==> src/rtl/dma_eng_pkg.sv <==
package dma_eng_pkg;
  typedef enum logic [1:0] {
    ST_IDLE   = 2'd0,
    ST_RD_REQ = 2'd1,
    ST_RD_DAT = 2'd2,
    ST_WR_REQ = 2'd3
  } eng_state_e;
endpackage

==> src/rtl/dma_chunk_sizer.sv <==
module dma_chunk_sizer #(
  parameter int CNT_W  = 32,
  parameter int MAX_LG = 6,
  localparam int LEN_W = MAX_LG + 1
) (
  input  logic [3:0]       size_lg,
  input  logic [CNT_W-1:0] remain,
  output logic [LEN_W-1:0] burst_len
);
  localparam logic [3:0] CAP = 4'(MAX_LG);

  logic [3:0]       eff_lg;
  logic [LEN_W-1:0] chunk;

  always_comb begin
    eff_lg = (size_lg > CAP) ? CAP : size_lg;
    chunk  = LEN_W'(1) << eff_lg;
    if (remain < CNT_W'(chunk))
      burst_len = remain[LEN_W-1:0];
    else
      burst_len = chunk;
  end
endmodule

==> src/rtl/dma_burst_buf.sv <==
module dma_burst_buf #(
  parameter int MAX_LG = 6,
  localparam int LANES = 1 << MAX_LG,
  localparam int LEN_W = MAX_LG + 1
) (
  input  logic               clk,
  input  logic               rst_n,
  input  logic               load,
  input  logic [LEN_W-1:0]   len,
  input  logic [8*LANES-1:0] din,
  output logic [8*LANES-1:0] dout
);
  for (genvar i = 0; i < LANES; i++) begin : g_lane
    logic [7:0] q;
    always_ff @(posedge clk) begin
      if (!rst_n)
        q <= '0;
      else if (load)
        q <= (i < int'(len)) ? din[8*i +: 8] : 8'h00;
    end
    assign dout[8*i +: 8] = q;
  end
endmodule

==> src/rtl/dma_exec_track.sv <==
module dma_exec_track #(
  parameter int ADDR_W = 32,
  parameter int CNT_W  = 32,
  parameter int LEN_W  = 7
) (
  input  logic              clk,
  input  logic              rst_n,
  input  logic              load,
  input  logic              step,
  input  logic              reload,
  input  logic [LEN_W-1:0]  step_len,
  input  logic [CNT_W-1:0]  ld_bytes,
  input  logic [ADDR_W-1:0] ld_src,
  input  logic [ADDR_W-1:0] ld_dst,
  output logic [CNT_W-1:0]  cur_bytes,
  output logic [ADDR_W-1:0] cur_src,
  output logic [ADDR_W-1:0] cur_dst
);
  logic [CNT_W-1:0]  base_bytes;
  logic [ADDR_W-1:0] base_src, base_dst;

  always_ff @(posedge clk) begin
    if (!rst_n) begin
      cur_bytes  <= '0;
      cur_src    <= '0;
      cur_dst    <= '0;
      base_bytes <= '0;
      base_src   <= '0;
      base_dst   <= '0;
    end else if (load) begin
      cur_bytes  <= ld_bytes;
      cur_src    <= ld_src;
      cur_dst    <= ld_dst;
      base_bytes <= ld_bytes;
      base_src   <= ld_src;
      base_dst   <= ld_dst;
    end else if (reload) begin
      cur_bytes <= base_bytes;
      cur_src   <= base_src;
      cur_dst   <= base_dst;
    end else if (step) begin
      cur_bytes <= cur_bytes - CNT_W'(step_len);
      cur_src   <= cur_src + ADDR_W'(step_len);
      cur_dst   <= cur_dst + ADDR_W'(step_len);
    end
  end
endmodule

==> src/rtl/dma_chunk_engine.sv <==
module dma_chunk_engine
  import dma_eng_pkg::*;
#(
  parameter int ADDR_W = 32,
  parameter int CNT_W  = 32,
  parameter int MAX_LG = 6,
  localparam int LEN_W    = MAX_LG + 1,
  localparam int BUF_BITS = 8 * (1 << MAX_LG)
) (
  input  logic                clk,
  input  logic                rst_n,
  input  logic                start_i,
  input  logic                nxt_repeat_i,
  input  logic [3:0]          nxt_rd_lg_i,
  input  logic [3:0]          nxt_wr_lg_i,
  input  logic [CNT_W-1:0]    nxt_bytes_i,
  input  logic [ADDR_W-1:0]   nxt_src_i,
  input  logic [ADDR_W-1:0]   nxt_dst_i,
  output logic                busy_o,
  output logic                done_o,
  output logic                err_o,
  output logic                end_o,
  output logic [CNT_W-1:0]    exec_bytes_o,
  output logic [ADDR_W-1:0]   exec_src_o,
  output logic [ADDR_W-1:0]   exec_dst_o,
  output logic [3:0]          exec_lg_o,
  output logic                exec_repeat_o,
  output logic                rd_cmd_valid_o,
  input  logic                rd_cmd_ready_i,
  output logic [ADDR_W-1:0]   rd_cmd_addr_o,
  output logic [LEN_W-1:0]    rd_cmd_len_o,
  input  logic                rd_dat_valid_i,
  output logic                rd_dat_ready_o,
  input  logic [BUF_BITS-1:0] rd_dat_i,
  output logic                wr_valid_o,
  input  logic                wr_ready_i,
  output logic [ADDR_W-1:0]   wr_addr_o,
  output logic [LEN_W-1:0]    wr_len_o,
  output logic [BUF_BITS-1:0] wr_data_o
);
  eng_state_e       state_q, state_d;
  logic [LEN_W-1:0] cur_len_q;
  logic [LEN_W-1:0] next_len;
  logic             take_start, size_bad, count_zero, launch;
  logic             rd_fire, dat_fire, wr_fire, last_fire;
  logic             trk_step, trk_reload;

  // start decode
  assign take_start = start_i && (state_q == ST_IDLE);
  assign count_zero = (nxt_bytes_i == '0);
  assign size_bad   = (nxt_rd_lg_i != nxt_wr_lg_i);
  assign launch     = take_start && !count_zero && !size_bad;

  // handshakes
  assign rd_cmd_valid_o = (state_q == ST_RD_REQ);
  assign rd_dat_ready_o = (state_q == ST_RD_DAT);
  assign wr_valid_o     = (state_q == ST_WR_REQ);
  assign rd_fire   = rd_cmd_valid_o && rd_cmd_ready_i;
  assign dat_fire  = rd_dat_ready_o && rd_dat_valid_i;
  assign wr_fire   = wr_valid_o && wr_ready_i;
  assign last_fire = wr_fire && (exec_bytes_o == CNT_W'(cur_len_q));

  assign trk_reload = last_fire && exec_repeat_o;
  assign trk_step   = wr_fire && !trk_reload;

  dma_chunk_sizer #(.CNT_W(CNT_W), .MAX_LG(MAX_LG)) u_sizer (
    .size_lg  (exec_lg_o),
    .remain   (exec_bytes_o),
    .burst_len(next_len)
  );

  dma_exec_track #(.ADDR_W(ADDR_W), .CNT_W(CNT_W), .LEN_W(LEN_W)) u_track (
    .clk      (clk),
    .rst_n    (rst_n),
    .load     (launch),
    .step     (trk_step),
    .reload   (trk_reload),
    .step_len (cur_len_q),
    .ld_bytes (nxt_bytes_i),
    .ld_src   (nxt_src_i),
    .ld_dst   (nxt_dst_i),
    .cur_bytes(exec_bytes_o),
    .cur_src  (exec_src_o),
    .cur_dst  (exec_dst_o)
  );

  dma_burst_buf #(.MAX_LG(MAX_LG)) u_buf (
    .clk  (clk),
    .rst_n(rst_n),
    .load (dat_fire),
    .len  (cur_len_q),
    .din  (rd_dat_i),
    .dout (wr_data_o)
  );

  assign rd_cmd_addr_o = exec_src_o;
  assign rd_cmd_len_o  = next_len;
  assign wr_addr_o     = exec_dst_o;
  assign wr_len_o      = cur_len_q;
  assign busy_o        = (state_q != ST_IDLE);

  always_comb begin
    state_d = state_q;
    unique case (state_q)
      ST_IDLE:   if (launch)    state_d = ST_RD_REQ;
      ST_RD_REQ: if (rd_fire)   state_d = ST_RD_DAT;
      ST_RD_DAT: if (dat_fire)  state_d = ST_WR_REQ;
      ST_WR_REQ: if (last_fire) state_d = ST_IDLE;
                 else if (wr_fire) state_d = ST_RD_REQ;
      default:   state_d = ST_IDLE;
    endcase
  end

  always_ff @(posedge clk) begin
    if (!rst_n) begin
      state_q       <= ST_IDLE;
      cur_len_q     <= '0;
      exec_lg_o     <= '0;
      exec_repeat_o <= 1'b0;
      done_o        <= 1'b0;
      err_o         <= 1'b0;
      end_o         <= 1'b0;
    end else begin
      state_q <= state_d;
      end_o   <= 1'b0;
      if (rd_fire) cur_len_q <= next_len;
      if (launch) begin
        exec_lg_o     <= nxt_rd_lg_i;
        exec_repeat_o <= nxt_repeat_i;
      end
      if (take_start) begin
        if (count_zero) begin
          done_o <= 1'b1;
          err_o  <= 1'b0;
          end_o  <= 1'b1;
        end else if (size_bad) begin
          done_o <= 1'b0;
          err_o  <= 1'b1;
          end_o  <= 1'b1;
        end else begin
          done_o <= 1'b0;
          err_o  <= 1'b0;
        end
      end
      if (last_fire) begin
        done_o <= 1'b1;
        end_o  <= 1'b1;
      end
    end
  end
endmodule

==> config.mk <==
export PLATFORM = sky130hd
export DESIGN_NAME = dma_chunk_engine
export DESIGN_NICKNAME = d
export VERILOG_FILES = /design/src/rtl/dma_eng_pkg.sv /design/src/rtl/dma_chunk_sizer.sv /design/src/rtl/dma_burst_buf.sv /design/src/rtl/dma_exec_track.sv /design/src/rtl/dma_chunk_engine.sv
export SDC_FILE = /design/constraint.sdc
export NUM_CORES = 2
export LEC_CHECK = 0
export ABC_AREA = 1
export ABC_CLOCK_PERIOD_IN_PS = 6500
export BUFFER_PORTS_ARGS = -buffer_cell sky130_fd_sc_hd__buf_2
export CAP_MARGIN = 25
export CORE_AREA = 3 3 520 522
export CTS_BUF_LIST = sky130_fd_sc_hd__clkbuf_8
export DETAILED_ROUTE_END_ITERATION = 7
export DIE_AREA = 0 0 523 525
export RECOVER_POWER = 100
export SLEW_MARGIN = 20
export SYNTH_ARGS = -nofsm -noshare
export SYNTH_HDL_FRONTEND = slang
export SYNTH_SLANG_ARGS = --single-unit
==> constraint.sdc <==
create_clock -name clk -period 6.5 [get_ports clk]
set_clock_uncertainty 0.05 [all_clocks]
set_input_delay 0.975 -clock clk [delete_from_list [all_inputs] [get_ports clk]]
set_output_delay 0.975 -clock clk [all_outputs]
set_load 0.01 [all_outputs]
; ---- Word-level counts from Yosys, hierarchy flattened
; Cells that the tools add are included.
[classes]
n_addsub = 3
mul = 0
n_div = 0
n_lt_le_gt_ge = 66
n_eq_ne = 9
n_shift = 1
mux = 89
bitwise_logic = 0
n_reduce_logical = 18
[op_table]
columns = op, n
row1 = 8-bit two-way mux, 64
row2 = 32-bit two-way mux, 9
row3 = 6-bit by 7-bit less-than comparator with 1-bit output (first input constant), 32
row4 = 5-bit by 7-bit less-than comparator with 1-bit output (first input constant), 16
row5 = 32-bit by 7-bit adder with 32-bit output, 2
row6 = 4-bit by 7-bit less-than comparator with 1-bit output (first input constant), 8
row7 = 32-bit by 7-bit equality test with 1-bit output, 1
row8 = 32-bit logical NOT, 1
row9 = 32-bit by 7-bit less-than comparator with 1-bit output, 1
row10 = 32-bit by 7-bit subtractor with 32-bit output, 1
row11 = 3-bit by 7-bit less-than comparator with 1-bit output (first input constant), 4
row12 = 1-bit by 7-bit less-than comparator with 1-bit output (first input constant), 2
row13 = 2-bit by 7-bit less-than comparator with 1-bit output (first input constant), 2
row14 = 2-bit two-way mux, 5
row15 = 1-bit logical AND, 9
row16 = 1-bit two-way mux, 8
row17 = 2-bit one-hot mux with 4 select lines, 1
row18 = 7-bit two-way mux, 1
row19 = 1-bit by 4-bit << shifter with 7-bit output (first input constant), 1
row20 = 2-bit equality test (second input constant), 2
row21 = 4-bit by 3-bit greater-than comparator with 1-bit output (second input constant), 1
row22 = 4-bit two-way mux, 1
row23 = 2-bit by 1-bit != test with 1-bit output (second input constant), 2
row24 = 4-bit != test, 1
row25 = other kinds (8), 11
[totals]
register_bits = 721
latchBits = 0
mem_bits_rw = 0
rom_bits = 0
out_inout_bits = 698
wordCells = 263
mem_count = 0

; ---- Logic depth before layout (Yosys ltp)
[logic_depth]
depth_word = 9
mapped_depth = 16
ltp_nobuf = 16

; ---- By module
; Synthesis repeated with hierarchy kept, for this count alone.
[unflattened]
hier_cells = 4608
hier_area_um2 = 32628.8
[modules_own_cells]
columns = mod, instances, cells_per_inst, area_per_inst_um2, seq_area_each_um2
row1 = dma_burst_buf, 1, 2362, 18894.4, 10249.8
row2 = dma_exec_track, 1, 1865, 11478.5, 3843.7
row3 = dma_chunk_engine, 1, 293, 1786.7, 340.3
row4 = dma_chunk_sizer, 1, 88, 469.2, 0.0

; ---- Worst setup path before layout
; OpenSTA, ideal clock, no wires.
[synth_path]
path_type = register -> output
startpoint = register exec_lg_o[0]
endpoint = output rd_cmd_len_o[0]
arrival_time_ns = 1.913
path_slack_ns = 3.562
path_stages_with_launch = 13
path_buffers = 0
path_cell_list = dfxtp_1 inv_1 nor3_1 inv_1 nor2_1 inv_1 ha_1 nand3_1 a21oi_1 nor2_1 nand2_1 nand2_1 nand2_1
[synth_via]
elab_chain_cells = 5
[synth_lines]
columns = item, line
row1 = "start, declared", dma_chunk_engine.sv:26  ; output logic [3:0] exec_lg_o,
row2 = "start signal, assigned", dma_chunk_engine.sv:128  ; exec_lg_o <= nxt_rd_lg_i;
row3 = 4-bit by 3-bit greater-than comparator with 1-bit output, dma_chunk_sizer.sv:16  ; eff_lg = (size_lg > CAP) ? CAP : size_lg;
row4 = 4-bit two-way mux (*), dma_chunk_sizer.sv:16
row5 = 1-bit by 4-bit << shifter with 7-bit output (*), dma_chunk_sizer.sv:17  ; chunk = LEN_W'(1) << eff_lg;
row6 = 32-bit by 7-bit less-than comparator with 1-bit output, dma_chunk_sizer.sv:18  ; if (remain < CNT_W'(chunk))
row7 = 7-bit two-way mux (*), dma_chunk_sizer.sv:18
row8 = "end, declared", dma_chunk_engine.sv:31  ; output logic [LEN_W-1:0] rd_cmd_len_o,
; Mark *: on every way between the ends. The rest lies on a longest branch, timed or not.

; ---- Worst setup path in the final report
[layout_path]
startpoint = register state_q[0]
endpoint = register u_track.cur_bytes[17]
[layout_via]
elab_chain_cells = 7
word_cells_on_any_way = 13
cone_classes = eq/ne: 1 / mux: 2 / reduce/logical: 10
[layout_lines]
columns = item, line
row1 = "start, declared", dma_chunk_engine.sv:41  ; eng_state_e state_q, state_d;
row2 = "start signal, assigned", dma_chunk_engine.sv:124  ; state_q <= state_d;
row3 = 2-bit equality test, dma_chunk_engine.sv:57  ; assign wr_valid_o = (state_q == ST_WR_REQ);
row4 = 1-bit logical AND, dma_chunk_engine.sv:60  ; assign wr_fire = wr_valid_o && wr_ready_i;
row5 = 1-bit logical AND, dma_chunk_engine.sv:61  ; assign last_fire = wr_fire && (exec_bytes_o == CNT_W'(cur_len_q));
row6 = 1-bit logical AND, dma_chunk_engine.sv:63  ; assign trk_reload = last_fire && exec_repeat_o;
row7 = 1-bit logical NOT, dma_chunk_engine.sv:64  ; assign trk_step = wr_fire && !trk_reload;
row8 = 1-bit logical AND, dma_chunk_engine.sv:64
row9 = 3-bit nonzero test (no source line), --
row10 = "end signal, assigned", dma_exec_track.sv:31  ; cur_bytes <= ld_bytes;
row11 = "end signal, assigned", dma_exec_track.sv:38  ; cur_bytes <= base_bytes;
row12 = "end signal, assigned", dma_exec_track.sv:42  ; cur_bytes <= cur_bytes - CNT_W'(step_len);
row13 = "end, declared", dma_exec_track.sv:15  ; output logic [CNT_W-1:0] cur_bytes,
; Parallel ways exist; a longest one is shown, timed or not.
; A chain may end at the register's enable or synchronous reset.

==> impl_metrics.env <==
export IMPL_crit_cells=11
export IMPL_crit_family="simple AND/OR/NAND/NOR gates"
export IMPL_synthesis_instances=4583
export IMPL_dr_pass1_iters=7
export IMPL_dieWidth_um=523
export IMPL_violations="max-capacitance violations, max-slew violations"
export IMPL_synth_top_cell_area_share_pct=44.8
export IMPL_cp_data_arrival_time_ns=6.10
export IMPL_ys_async_sr_fraction_pct=0
export IMPL_ios=1321
export IMPL_path_max_fanout=45
export IMPL_rsz0062_at_grt="false"
export IMPL_dp_hpwl_um=234000
export IMPL_grt_max_degree=243
export IMPL_antenna_found_initial=172
export IMPL_path_cells="inv_1 > ha_1 > nand2_1 > clkinvlp_2 > nand3_1 > buf_4 > nand2_2 > buf_12 > nand2_1 > nand2_1 > a21oi_1"
export IMPL_intPower_mw=8.32
export IMPL_ir_worst_vdd_mv=0.154
export IMPL_min_path_type="primary input to register"
export IMPL_synth_area_leaders="dfxtp_1 (45%), nand2_1 (14%), a21oi_1 (12%), o21ai_0 (9.3%), nand3_1 (3.2%)"
export IMPL_synthTopCellsByCount="nand2_1 (1174), a21oi_1 (755), dfxtp_1 (721)"
export IMPL_grt_util_all_layers_pct=19.3
export IMPL_required_ns=7.19
export IMPL_startpoint_type="register"
export IMPL_cp_end_kind="register"
export IMPL_place_gp_congestion=0.996
export IMPL_p_comb_share_pct=27.5
export IMPL_die_area_um2=275000
export IMPL_syn_num_nets=5241
export IMPL_die_h_um=525
export IMPL_start_util_pct=12.1
export IMPL_cts_tree="done"
export IMPL_status="finished with violations"
export IMPL_fin_util_pct=16.8
export IMPL_clockPowerShare_pct=37.2
export IMPL_first_iter_violations=3780
export IMPL_avgSynthCellArea_um2=7.03
export IMPL_fin_ws_ns=1.09
export IMPL_ys_warn_count=0
export IMPL_drive_gt1_share_pct=15.5
export IMPL_htreeDepth=4
export IMPL_clock_fmax_ghz=0.185
export IMPL_yosys_area_top_type="dfxtp_1"
export IMPL_post_cts_resized=0
export IMPL_vias=38700
export IMPL_drtAntennaViolNets=0
export IMPL_maxCapViolCount=7
export IMPL_relSlewSlack_pct=-72.2
export IMPL_synth_seq_cells=721
export IMPL_finalWirelength_um=278000
export IMPL_cts_num_sinks=721
export IMPL_numCtsBuffers=155
export IMPL_critPathKind="register to register"
export IMPL_grt_pass1_vias=35500
export IMPL_cts_root_buf="clkbuf_8"
export IMPL_clock_latency_ns=0.89
export IMPL_synth_area_um2=32200
export IMPL_area_delta_synth_final_pct=38.2
export IMPL_post_cts_buffers=0
export IMPL_min_path_cells=3
export IMPL_grt_ovfl_total=0
export IMPL_clkTransAtPathRegs_ns=0.06
export IMPL_p_leak_nw=17.4
export IMPL_grt_pass1_wl_um=353000
export IMPL_power_density_nw_per_um2=309
export IMPL_synth_most_common_cell="nand2_1"
export IMPL_period_share_pct=83.3
export IMPL_ys_seq_area_share_pct=44.8
export IMPL_fin_tns_setup_ns=0
export IMPL_final_hold_violation_count=0
export IMPL_p_sw_mw=5.41
export IMPL_place_ws_ns=2.26
export IMPL_seq_power_share_pct=35.3
export IMPL_avgViaCountPerCell=4.09
export IMPL_core_region_area_um2=266000
export IMPL_min_period_ns=5.41
export IMPL_swShare_pct=39.4
export IMPL_postCtsHoldBufs=0
export IMPL_max_stage_delay_ns=1.31
export IMPL_slew_violations=204
export IMPL_wl_per_cell_um=29.4
export IMPL_cp_slowest_cell="nand3_1"
export IMPL_drc=0
export IMPL_cts_buffer_depth=4
export IMPL_worstMarginPinSlew_ns=2.58
export IMPL_io_buffers=1320
export IMPL_synth_edf_count=0
export IMPL_critPathBufInv=4
export IMPL_rows=189
export IMPL_ys_flop_type="dfxtp_1"
export IMPL_yosysUniqueCellTypes=32
export IMPL_cp_common_cell="nand2_1"
export IMPL_layout_nets=6434
export IMPL_ff2ff_path_depth=11
export IMPL_finalPower_mw=13.7
export IMPL_finalSetupViolations=0
cells in the final DEF (no fill, tap or decap), types with 5 or more instances in the layout:
master	netlist	routed
clkinv_1	6	6
clkinv_2	0	9
nor2_1	203	203
inv_1	260	303
buf_12	0	10
or2_2	10	10
diode_2	0	64
nand4_1	155	155
a21oi_1	755	754
xnor2_1	10	10
nand2_1	1174	1173
nand3b_1	19	19
clkbuf_1	236	716
o21ai_1	26	8
ha_1	32	32
dfxtp_1	721	721
nand3_1	209	208
nor2_2	6	6
buf_2	33	625
xor2_1	6	6
clkbuf_8	0	188
buf_4	67	31
and2_1	5	5
o21ai_0	597	614
nor3_1	21	20
bufinv_16	0	5
layout make-up:
| type | instances | area [µm²] |
|---|---|---|
| Tap cell | 3533 | 4420 |
| Clock inverter | 64 | 429 |
| Sequential cell | 721 | 14400 |
| Inverter | 273 | 1040 |
| Clock buffer | 188 | 2590 |
| Antenna cell | 64 | 160 |
| Timing Repair Buffer | 1385 | 6280 |
| Fill cell | 31100 | 221000 |
| Multi-Input combinational cell | 3240 | 15200 |
worst register-to-register path: cells and delay by family, from the launching register on:
kind	cells	cell delay, ns
AOI/OAI and AO/OA	1	0.12
buffers and inverters	4	2.16
and+or+nand+nor	5	2.32
DFF	1	0.40
adders and majority gates	1	0.30
per-layer routing:
metal	up-vias	routed length [µm]	track usage, %
li1	17800	-	-
met3	580	39600	11.0
met1	18200	103000	21.4
met5	-	614	0
met4	98	16400	9.82
met2	2076	119000	29.2
kinds of logic (layout without fill, tap and decap cells):
| group | after synthesis | after routing | share of synthesized area (%) |
|---|---|---|---|
| compound gates | 1381 | 1381 | 21.5 |
| xor+xnor | 16 | 16 | 0.435 |
| fa+ha+maj | 35 | 35 | 1.43 |
| buf+inv | 622 | 1910 | 8.23 |
| flops | 721 | 721 | 44.8 |
| other cells | 0 | 64 | 0 |
| simple gates | 1808 | 1808 | 23.6 |
metrics by stage:
| step | area [µm²] | instances | hold slack, ns |
|---|---|---|---|
| floorplan | 32200 | 4583 | 0.390 |
| global placement | 42300 | 9145 | 0.399 |
| detailed placement | 42400 | 9152 | 0.402 |
| CTS | 45400 | 9404 | 0.149 |
| global route | 44500 | 9444 | 0.182 |
| finish | 44500 | 9468 | 0.259 |
power by group through the flow:
| stage | Sequential, mW | Clock, mW | Combinational [mW] |
|---|---|---|---|
| 2_1_floorplan | 4.95 | 0 | 1.73 |
| 3_3_place_gp | 4.93 | 0 | 3.90 |
| 3_5_place_dp | 4.93 | 0 | 3.91 |
| 4_1_cts | 4.84 | 5.27 | 3.93 |
| 5_1_grt | 4.87 | 5.45 | 4.08 |
| 6_report | 4.85 | 5.11 | 3.78 |
flip-flops by register name, indices dropped and copies added, names as in the netlist:
signal and cells:
u_track.cur_bytes 32, done_o 1, wr_len_o 7, exec_repeat_o 1, end_o 1, u_track.cur_src 32, exec_lg_o 4, u_track.base_bytes 32
u_track.cur_dst 32, u_buf.g_lane.q 512, err_o 1, state_q 2, u_track.base_dst 32, u_track.base_src 32
path summary, 6_finish.rpt:
| kind | start | endpoint | slack [ns] |
|---|---|---|---|
| min reg2reg | u_track.base_src[6] | u_track.base_src[6] | 0.41 |
| min | rd_dat_i[452] | u_buf.g_lane[56].q[4] | 0.26 |
| max | state_q[0] | u_track.cur_bytes[17] | 1.09 |
| max reg2reg | state_q[0] | u_track.cur_bytes[17] | 1.09 |
Note: power is estimated with default switching activity, not from simulation.
